==> config.mk <==
export PLATFORM = sky130hd
export DESIGN_NAME = cgs_sched
export DESIGN_NICKNAME = d
export VERILOG_FILES = /design/src/rtl/cgs_pkg.sv /design/src/rtl/cgs_seq.sv /design/src/rtl/cgs_order.sv /design/src/rtl/cgs_shuffle.sv /design/src/rtl/cgs_sched.sv
export SDC_FILE = /design/constraint.sdc
export NUM_CORES = 1
export LEC_CHECK = 0
export BUFFER_PORTS_ARGS = -buffer_cell sky130_fd_sc_hd__buf_2
export CAP_MARGIN = 40
export CORE_AREA = 2 2 63 65
export CTS_CLUSTER_SIZE = 25
export DETAILED_ROUTE_END_ITERATION = 8
export DIE_AREA = 0 0 65 67
export GPL_TIMING_DRIVEN = 0
export PLACE_DENSITY = 0.63
export SLEW_MARGIN = 20
export SYNTH_ARGS = -nofsm -noshare
export SYNTH_HDL_FRONTEND = slang
export SYNTH_SLANG_ARGS = --single-unit
==> constraint.sdc <==
create_clock -name clk_i -period 3.5 [get_ports clk_i]
set_input_delay 0.7 -clock clk_i [delete_from_list [all_inputs] [get_ports clk_i]]
set_output_delay 0.7 -clock clk_i [all_outputs]
set_load 0.05 [all_outputs]
==> src/rtl/cgs_pkg.sv <==
package cgs_pkg;
  typedef enum logic {
    PATH_COND = 1'b0,
    PATH_BASE = 1'b1
  } path_e;

  typedef enum logic [1:0] {
    ST_IDLE = 2'd0,
    ST_RUN  = 2'd1,
    ST_DONE = 2'd2
  } seq_st_e;
endpackage

==> src/rtl/cgs_seq.sv <==
module cgs_seq
  import cgs_pkg::*;
#(
  parameter int unsigned MAX_LOG2 = 4,
  parameter int unsigned GW       = MAX_LOG2,
  parameter int unsigned LW       = $clog2(MAX_LOG2 + 1)
) (
  input  logic          clk_i,
  input  logic          rst_ni,
  input  logic          start_i,
  input  logic [LW-1:0] grp_log2_i,
  input  logic          adv_i,
  output logic          run_o,
  output logic [GW-1:0] out_grp_o,
  output logic [GW-1:0] step_o,
  output logic [LW-1:0] glog_o,
  output logic          step_wrap_o,
  output logic          layer_end_o,
  output logic          done_o
);
  localparam logic [LW-1:0] LOG_MAX = LW'(MAX_LOG2);
  localparam logic [LW-1:0] LOG_MIN = LW'(1);

  seq_st_e       st_q;
  logic [GW-1:0] out_q, step_q, gmax;
  logic [LW-1:0] glog_q, glog_eff;
  logic [GW:0]   g_full;

  always_comb begin
    if (grp_log2_i == '0)          glog_eff = LOG_MIN;
    else if (grp_log2_i > LOG_MAX) glog_eff = LOG_MAX;
    else                           glog_eff = grp_log2_i;
  end

  assign g_full      = {{GW{1'b0}}, 1'b1} << glog_q;
  assign gmax        = GW'(g_full - 1'b1);
  assign step_wrap_o = (st_q == ST_RUN) && (step_q == gmax);
  assign layer_end_o = step_wrap_o && (out_q == gmax);

  always_ff @(posedge clk_i or negedge rst_ni) begin
    if (!rst_ni) begin
      st_q   <= ST_IDLE;
      out_q  <= '0;
      step_q <= '0;
      glog_q <= LOG_MIN;
    end else begin
      unique case (st_q)
        ST_IDLE: begin
          if (start_i) begin
            st_q   <= ST_RUN;
            out_q  <= '0;
            step_q <= '0;
            glog_q <= glog_eff;
          end
        end
        ST_RUN: begin
          if (adv_i) begin
            if (step_wrap_o) begin
              step_q <= '0;
              if (out_q == gmax) st_q  <= ST_DONE;
              else               out_q <= out_q + 1'b1;
            end else begin
              step_q <= step_q + 1'b1;
            end
          end
        end
        ST_DONE: begin
          if (start_i) begin
            st_q   <= ST_RUN;
            out_q  <= '0;
            step_q <= '0;
            glog_q <= glog_eff;
          end else begin
            st_q <= ST_IDLE;
          end
        end
        default: st_q <= ST_IDLE;
      endcase
    end
  end

  assign run_o     = (st_q == ST_RUN);
  assign done_o    = (st_q == ST_DONE);
  assign out_grp_o = out_q;
  assign step_o    = step_q;
  assign glog_o    = glog_q;
endmodule

==> src/rtl/cgs_order.sv <==
module cgs_order
  import cgs_pkg::*;
#(
  parameter int unsigned GW = 4
) (
  input  logic [GW-1:0] out_grp_i,
  input  logic [GW-1:0] step_i,
  output logic [GW-1:0] in_grp_o,
  output path_e         path_o
);
  logic [GW-1:0] cond_idx;

  // conditional slot m walks 0..G-2; skip over the base group
  assign cond_idx = step_i - 1'b1;

  always_comb begin
    if (step_i == '0) begin
      in_grp_o = out_grp_i;
      path_o   = PATH_BASE;
    end else begin
      in_grp_o = (cond_idx < out_grp_i) ? cond_idx : cond_idx + 1'b1;
      path_o   = PATH_COND;
    end
  end
endmodule

==> src/rtl/cgs_shuffle.sv <==
module cgs_shuffle #(
  parameter int unsigned GW       = 4,
  parameter int unsigned CPG_LOG2 = 2,
  parameter int unsigned LW       = 3,
  parameter bit          HAS_SHUF = 1'b1,
  parameter int unsigned CW       = GW + CPG_LOG2
) (
  input  logic [CW-1:0] ch_i,
  input  logic [LW-1:0] glog_i,
  input  logic          en_i,
  output logic [CW-1:0] ch_o
);
  generate
    if (HAS_SHUF && CPG_LOG2 > 0) begin : g_shuf
      logic [GW-1:0]       grp;
      logic [CPG_LOG2-1:0] pos;
      logic [CW-1:0]       perm;
      assign grp  = ch_i[CW-1:CPG_LOG2];
      assign pos  = ch_i[CPG_LOG2-1:0];
      assign perm = (CW'(pos) << glog_i) | CW'(grp);
      assign ch_o = en_i ? perm : ch_i;
    end else begin : g_ident
      logic unused_sig;
      assign unused_sig = ^{glog_i, en_i};
      assign ch_o       = ch_i;
    end
  endgenerate
endmodule

==> src/rtl/cgs_sched.sv <==
module cgs_sched
  import cgs_pkg::*;
#(
  parameter int unsigned MAX_LOG2 = 4,
  parameter int unsigned CPG_LOG2 = 2,
  parameter bit          HAS_SHUF = 1'b1,
  parameter int unsigned GW       = MAX_LOG2,
  parameter int unsigned LW       = $clog2(MAX_LOG2 + 1),
  parameter int unsigned CW       = GW + CPG_LOG2
) (
  input  logic          clk_i,
  input  logic          rst_ni,
  input  logic          start_i,
  input  logic [LW-1:0] grp_log2_i,
  output logic          tok_valid_o,
  input  logic          tok_ready_i,
  output logic [GW-1:0] tok_out_grp_o,
  output logic [GW-1:0] tok_in_grp_o,
  output logic          tok_base_o,
  output logic          tok_last_o,
  output logic          tok_final_o,
  output logic          done_o,
  input  logic          shuf_en_i,
  input  logic [CW-1:0] map_ch_i,
  output logic [CW-1:0] map_ch_o
);
  logic          run, step_wrap, layer_end, adv;
  logic [GW-1:0] out_grp, step;
  logic [LW-1:0] glog;
  path_e         path;

  assign adv = run && tok_ready_i;

  cgs_seq #(
    .MAX_LOG2(MAX_LOG2), .GW(GW), .LW(LW)
  ) u_seq (
    .clk_i       (clk_i),
    .rst_ni      (rst_ni),
    .start_i     (start_i),
    .grp_log2_i  (grp_log2_i),
    .adv_i       (adv),
    .run_o       (run),
    .out_grp_o   (out_grp),
    .step_o      (step),
    .glog_o      (glog),
    .step_wrap_o (step_wrap),
    .layer_end_o (layer_end),
    .done_o      (done_o)
  );

  cgs_order #(.GW(GW)) u_order (
    .out_grp_i (out_grp),
    .step_i    (step),
    .in_grp_o  (tok_in_grp_o),
    .path_o    (path)
  );

  cgs_shuffle #(
    .GW(GW), .CPG_LOG2(CPG_LOG2), .LW(LW), .HAS_SHUF(HAS_SHUF), .CW(CW)
  ) u_shuf (
    .ch_i   (map_ch_i),
    .glog_i (glog),
    .en_i   (shuf_en_i),
    .ch_o   (map_ch_o)
  );

  assign tok_valid_o   = run;
  assign tok_out_grp_o = out_grp;
  assign tok_base_o    = (path == PATH_BASE);
  assign tok_last_o    = step_wrap;
  assign tok_final_o   = layer_end;
endmodule

==> metrics.cfg, run 1 <==
[detailed_routing]
drt_iter0_markers = 24
wirelength_microns = 2893
viasPerCell = 5.263
firstDrtPassIters = 4
vias = 1221
post_drt_wl_per_cell_microns = 12.47
drcViolationCount = 0
postRouteAntennaNets = 0

[layout]
final_util = 0.4292
synthToLayoutAreaGrowth_pct = 26.48
layout_commonest_cell = buf_2
n_antenna_cell = 0
layout_common_cells = buf_2, nand2_1, dfrtp_1, inv_1, a21oi_1
drive_gt1_frac = 0.2826
fin_nets = 207

[floorplanning]
die_w_microns = 65
core_area_sq_mm = 0.003606
ios = 33
num_rows = 22
initial_core_util = 0.3393
die_h_microns = 67
die-area_sq_mm = 0.004355

[worst_setup_path]
path_max_fanout = 10
start_kind = flop
rrSetupSlack_ns = 0.87
cp_common_cell = or3_1
critPathSlowestCell = or3_1
crit_path_max_incr_delay_ns = 0.45
cp.required_ns = 2.80
cp.arrival_ns = 2.68
cp_cell_sequence = clkbuf_4 > or3_1 > ha_4 > xnor2_1 > a211oi_4 > nand2_2 > or3_1 > nor2_2 > buf_6
path_class = flop to output port
endpoint_kind = output port
crit_family = simple AND/OR/NAND/NOR gates
worst-path-buf-inv = 2

[sta]
fin_crit_ns = 3.381
timing_hold_violations_final = 0
fmax_ghz = 0.2958
fin_crit_sh = 0.9659
setup_viol = 0
worstMarginPinSlew_ns = 0.5154
slew_violations = 0
fin_skew_ns = 0.001690
slew_headroom = 0.6549

[cts]
numCtsBuffers = 3
clk_latency_ns = 0.25
htree_levels = 1
cts_root_buffer = clkbuf_8
clk_pin_slew_worst_paths_ns = 0.06
cts_buffer_depth = 2
cts_tree = built
cts_sinks = 13

[grt]
overflow = 0
grt_util_met3 = 0.01014
grt_pass1_wl_microns = 4823
grt_max_degree = 14
grt_pass1_vias = 1051
top_usage_layer = met2
antenna_found_initial = 0
grt_use_met2 = 0.2320
grt_use_met1 = 0.1876
grt_usage = 0.1385

[yosys]
syn_inst = 147
synth_edf_count = 0
synth_top_area_share = 0.2454
synth_nets = 169
ys_top_cells_by_area = dfrtp_1, ha_1, nand2_1, xnor2_1, a21oi_1
yosysTopAreaCell = dfrtp_1
syn_avg_cell_area_sq_um = 8.324
async_flop_share = 1.000
yosys_most_used_dff = dfrtp_1
ys.warnings.count = 0
synth.distinct_cells = 43
yosysSeqAreaShare = 0.2669
ys_seq_elements = 13
syn_area_sq_mm = 0.001224

[placement]
hpwlAfterDp_microns = 2213
port-buffer-count = 32
place.gp.congestion = 0.7515

[hold_path]
hp-class = primary input to asynchronous set/reset pin

[job]
max_cap_violations = 0

[run_status]
status = finished, final reports clean

==> metrics by stage <==
stage	cells	TNS, ns	worst slack (ns)	instance area [sq um]	hold WS [ns]
finish	232	0	0.1192	1548	0.3343
global route	232	-0.05130	-0.02578	1548	0.3612
CTS	233	0	0.02583	1520	0.3470
detailed placement	227	-0.02386	-0.02386	1456	0.5700
global placement	227	-0.01824	-0.01824	1456	0.5771
floorplan	147	-0.08122	-0.08122	1236	0.4044
==> synth_stat cells, types with 2 or more instances <==
| master | number |
|---|---|
| mux2_2 | 2 |
| xor2_1 | 3 |
| o211ai_1 | 3 |
| a21oi_1 | 10 |
| nand2b_1 | 3 |
| ha_1 | 8 |
| a22oi_1 | 2 |
| clkbuf_1 | 6 |
| a21boi_0 | 2 |
| dfrtp_1 | 12 |
| nand3_1 | 4 |
| or3_1 | 2 |
| inv_1 | 10 |
| o31ai_1 | 4 |
| nand2_1 | 16 |
| o21ai_0 | 8 |
| nor2_1 | 8 |
| xnor2_1 | 6 |
| nor3_1 | 2 |
| nor3b_1 | 2 |
| o21ai_1 | 2 |
| nor4b_1 | 2 |
| xnor3_1 | 2 |
| nor2b_1 | 3 |
| and3_1 | 2 |
| or4b_1 | 2 |
| a31oi_1 | 5 |
==> layer usage <==
layer  routed length, microns  up-vias  share of wire
met3                       76        5          0.026
met4                       47        0          0.016
met2                     1440       19           0.50
li1                         -      611              -
met1                     1330      586           0.46
met5                        0        -              0
==> final cells by class <==
| class | instances | area (sq um) |
|---|---|---|
| flip-flops and latches | 13 | 327.8 |
| clock buffers | 4 | 45.04 |
| inverters | 10 | 37.54 |
| plain buffers | 5 | 22.52 |
| repair buffers | 35 | 197.7 |
| well taps | 48 | 60.06 |
| multi-input cells | 117 | 857.1 |
| fillers | 376 | 2058 |
==> sequential cells by signal, indices dropped and copies added (netlist names) <==
name	count
u_seq.glog_o	3
u_seq.out_grp_o	4
u_seq.st_q	2
u_seq.step_o	4
==> final timing paths <==
kind                                       to  depth (start not counted)       startpoint
min                             u_seq.st_q[1]                          1           rst_ni
min in group clk_i            u_seq.glog_o[0]                          2  u_seq.glog_o[0]
min reg2reg                   u_seq.glog_o[0]                          2  u_seq.glog_o[0]
max in group asynchronous     u_seq.glog_o[0]                          1           rst_ni
max                               tok_final_o                          9  u_seq.glog_o[2]
max reg2reg                u_seq.out_grp_o[2]                          9  u_seq.glog_o[2]
==> logic make-up (layout without fill, tap and decap cells) <==
| family | count (synthesis) | after routing | synth area share |
|---|---|---|---|
| mux | 2 | 2 | 0.01840 |
| buf+inv | 17 | 54 | 0.05317 |
| flops | 13 | 13 | 0.2669 |
| simple gates | 53 | 53 | 0.2352 |
| fa+ha+maj | 8 | 8 | 0.08180 |
| compound gates | 43 | 43 | 0.2434 |
| xor+xnor | 11 | 11 | 0.1012 |
==> timing repair <==
action                     in CTS  in global routing
gates resized for setup         2                  8
hold buffers                    0                  0
setup buffers                   2                  1
setup endpoints to repair       2                  2
pin swaps                       2                  1
Power of run 1 is left out: the tool's default activity adds up to more than one toggle a clock period on the data nets, which glitch-free logic cannot reach.
==> inputs of run 2 (changes only) <==
- CORE_AREA: 2 2 63 65 -> 2 2 48 84
- CTS_BUF_LIST: unset -> sky130_fd_sc_hd__clkbuf_16
- DIE_AREA: 0 0 65 67 -> 0 0 50 86
==> run 2 against run 1 <==
Final cell count shrank 0.86%; sequential share of layout area shrank 0.39 points; final area grew 2.3%; count of clock-buffer cells in the layout shrank 1; clock skew is essentially flat; non-clock buffer count is the same; global-route usage grew 1.5 points; setup slack is essentially flat; hold slack gained 0.0057 ns; critical path depth is the same.
==> metrics.cfg, run 2 (synthesis gave the netlist of run 1 again) <==
[cts]
holdBufCountCts = 0  ; unchanged
clk_latency_ns = 0.25  ; about the same
cts_buffer_depth = 2  ; unchanged
cts_tree = built  ; unchanged
cts_sinks = 13  ; unchanged
htree_levels = 1  ; unchanged
clk_pin_slew_worst_paths_ns = 0.04  ; was 0.06 ns
numCtsBuffers = 3  ; unchanged
cts_root_buffer = clkbuf_16  ; was clkbuf_8

[grt]
overflow = 0  ; unchanged
grt_pass1_wl_microns = 5112  ; was 4823 microns
grt_pass1_vias = 1106  ; was 1051
grt_usage = 0.1533  ; was 0.1385
antenna_found_initial = 0  ; unchanged
grt_max_degree = 14  ; unchanged

[floorplanning]
die-area_sq_mm = 0.004300  ; was 0.004355 sq mm
core_area_sq_mm = 0.003592  ; was 0.003606 sq mm
initial_core_util = 0.3406  ; was 0.3393
die_w_microns = 50  ; was 65 microns
num_rows = 29  ; was 22
die_h_microns = 86  ; was 67 microns
ios = 33  ; unchanged

[sta]
rsz0062_at_grt = no
fin_skew_ns = 0.001924  ; was 0.001690 ns
whs_ns = 0.3401  ; was 0.3343 ns
setup_viol = 0  ; unchanged
timing_hold_violations_final = 0  ; unchanged
slew_headroom = 0.6530  ; was 0.6549
fin_crit_ns = 3.380  ; was 3.381 ns
slew_violations = 0  ; unchanged
fmax_ghz = 0.2958  ; about the same
worstMarginPinSlew_ns = 0.5183  ; was 0.5154 ns
fin_crit_sh = 0.9658  ; was 0.9659

[job]
max_cap_violations = 0  ; unchanged

[detailed_routing]
viasPerCell = 5.187  ; was 5.263
drt_iter0_markers = 21  ; was 24
postRouteAntennaNets = 0  ; unchanged
vias = 1193  ; was 1221
drcViolationCount = 0  ; unchanged
firstDrtPassIters = 4  ; unchanged
post_drt_wl_per_cell_microns = 13.04  ; was 12.47 microns
wirelength_microns = 2999  ; was 2893 microns

[run_status]
status = finished, final reports clean  ; unchanged

[layout]
layout_common_cells = buf_2, nand2_1, inv_1, a21oi_1, dfrtp_1  ; was buf_2, nand2_1, dfrtp_1, inv_1, a21oi_1
final_util = 0.4406  ; was 0.4292
final_cells = 230  ; was 232
layout_commonest_cell = buf_2  ; unchanged
fin_nets = 207  ; unchanged
drive_gt1_frac = 0.2880  ; was 0.2826
synthToLayoutAreaGrowth_pct = 29.35  ; was 26.48%
n_antenna_cell = 0  ; unchanged

[placement]
hpwlAfterDp_microns = 2309  ; was 2213 microns
port-buffer-count = 32  ; unchanged
post-place-cells = 225  ; was 227
place.gp.congestion = 0.8096  ; was 0.7515

[worst_setup_path]
cp.arrival_ns = 2.68  ; about the same
r2r_cells = 9  ; unchanged
endpoint_kind = output port  ; unchanged
cp.required_ns = 2.80  ; about the same
path_max_fanout = 10  ; unchanged
path_class = flop to output port  ; unchanged
start_kind = flop  ; unchanged

[hold_path]
hp-class = primary input to asynchronous set/reset pin  ; unchanged

-- run 2: cell count changes in the layout (fill, tap and decap cells not counted), sizes merged --
cell	change
buf	-1
inv	+1
-- run 2: layout make-up --
type / instances / area, sq um
fillers: 365 / 2009
clock buffers: 3 / 75.07
multi-input cells: 117 / 857.1
plain buffers: 5 / 22.52
flip-flops and latches: 13 / 329.1
clock inverters: 1 / 3.754
well taps: 46 / 57.56
repair buffers: 35 / 200.2
inverters: 10 / 37.54
-- run 2: metal layers --
metal / wire [microns] / part of all wire / vias to the layer above / global-route usage
met2: 1537 / 0.51 / 30 / 0.2644
met1: 1263 / 0.42 / 548 / 0.1792
met3: 121 / 0.040 / 5 / 0.01394
met5: 0 / 0 / - / 0
li1: - / - / 610 / -
met4: 76 / 0.025 / 0 / 0.09091
-- run 2: timing repair --
| item | in CTS | in global routing |
|---|---|---|
| pin swaps | 2 | 1 |
| resized for setup | 2 | 10 |
| endpoints found under the setup margin | 2 | 5 |
| buffers inserted | 2 | 1 |
-- run 2: per-stage QoR --
step / TNS, ns / cell area, sq um / setup slack (ns)
after floorplan: -0.08122 / 1236 / -0.08122
after global placement: -0.0006064 / 1454 / -0.0006064
after detailed placement: 0 / 1454 / 0.005627
after CTS: 0 / 1548 / 0.05077
after global routing: 0 / 1583 / 0.003407
final: 0 / 1583 / 0.1196
-- run 2: worst paths after layout --
| path | slack, ns | end | startpoint |
|---|---|---|---|
| setup / recovery | 0.12 | tok_final_o | u_seq.glog_o[2] |
| hold / removal | 0.34 | u_seq.glog_o[1] | rst_ni |
| setup reg to reg | 0.87 | u_seq.out_grp_o[3] | u_seq.glog_o[2] |
| hold reg to reg | 0.57 | u_seq.glog_o[0] | u_seq.glog_o[0] |
| max in group asynchronous | 2.88 | u_seq.glog_o[0] | rst_ni |
| min in group clk_i | 0.57 | u_seq.glog_o[0] | u_seq.glog_o[0] |
-- run 2: critical path, stage by stage, from the launching register on --
cell and delay (ns):
dfrtp_1 0.39, clkbuf_4 0.20, or3_1 0.44, ha_4 0.27, xnor2_1 0.15, a211oi_4 0.20
nand2_2 0.09, or3_1 0.41, nor2_2 0.12, buf_6 0.16
Power of run 2 is left out for the same reason.
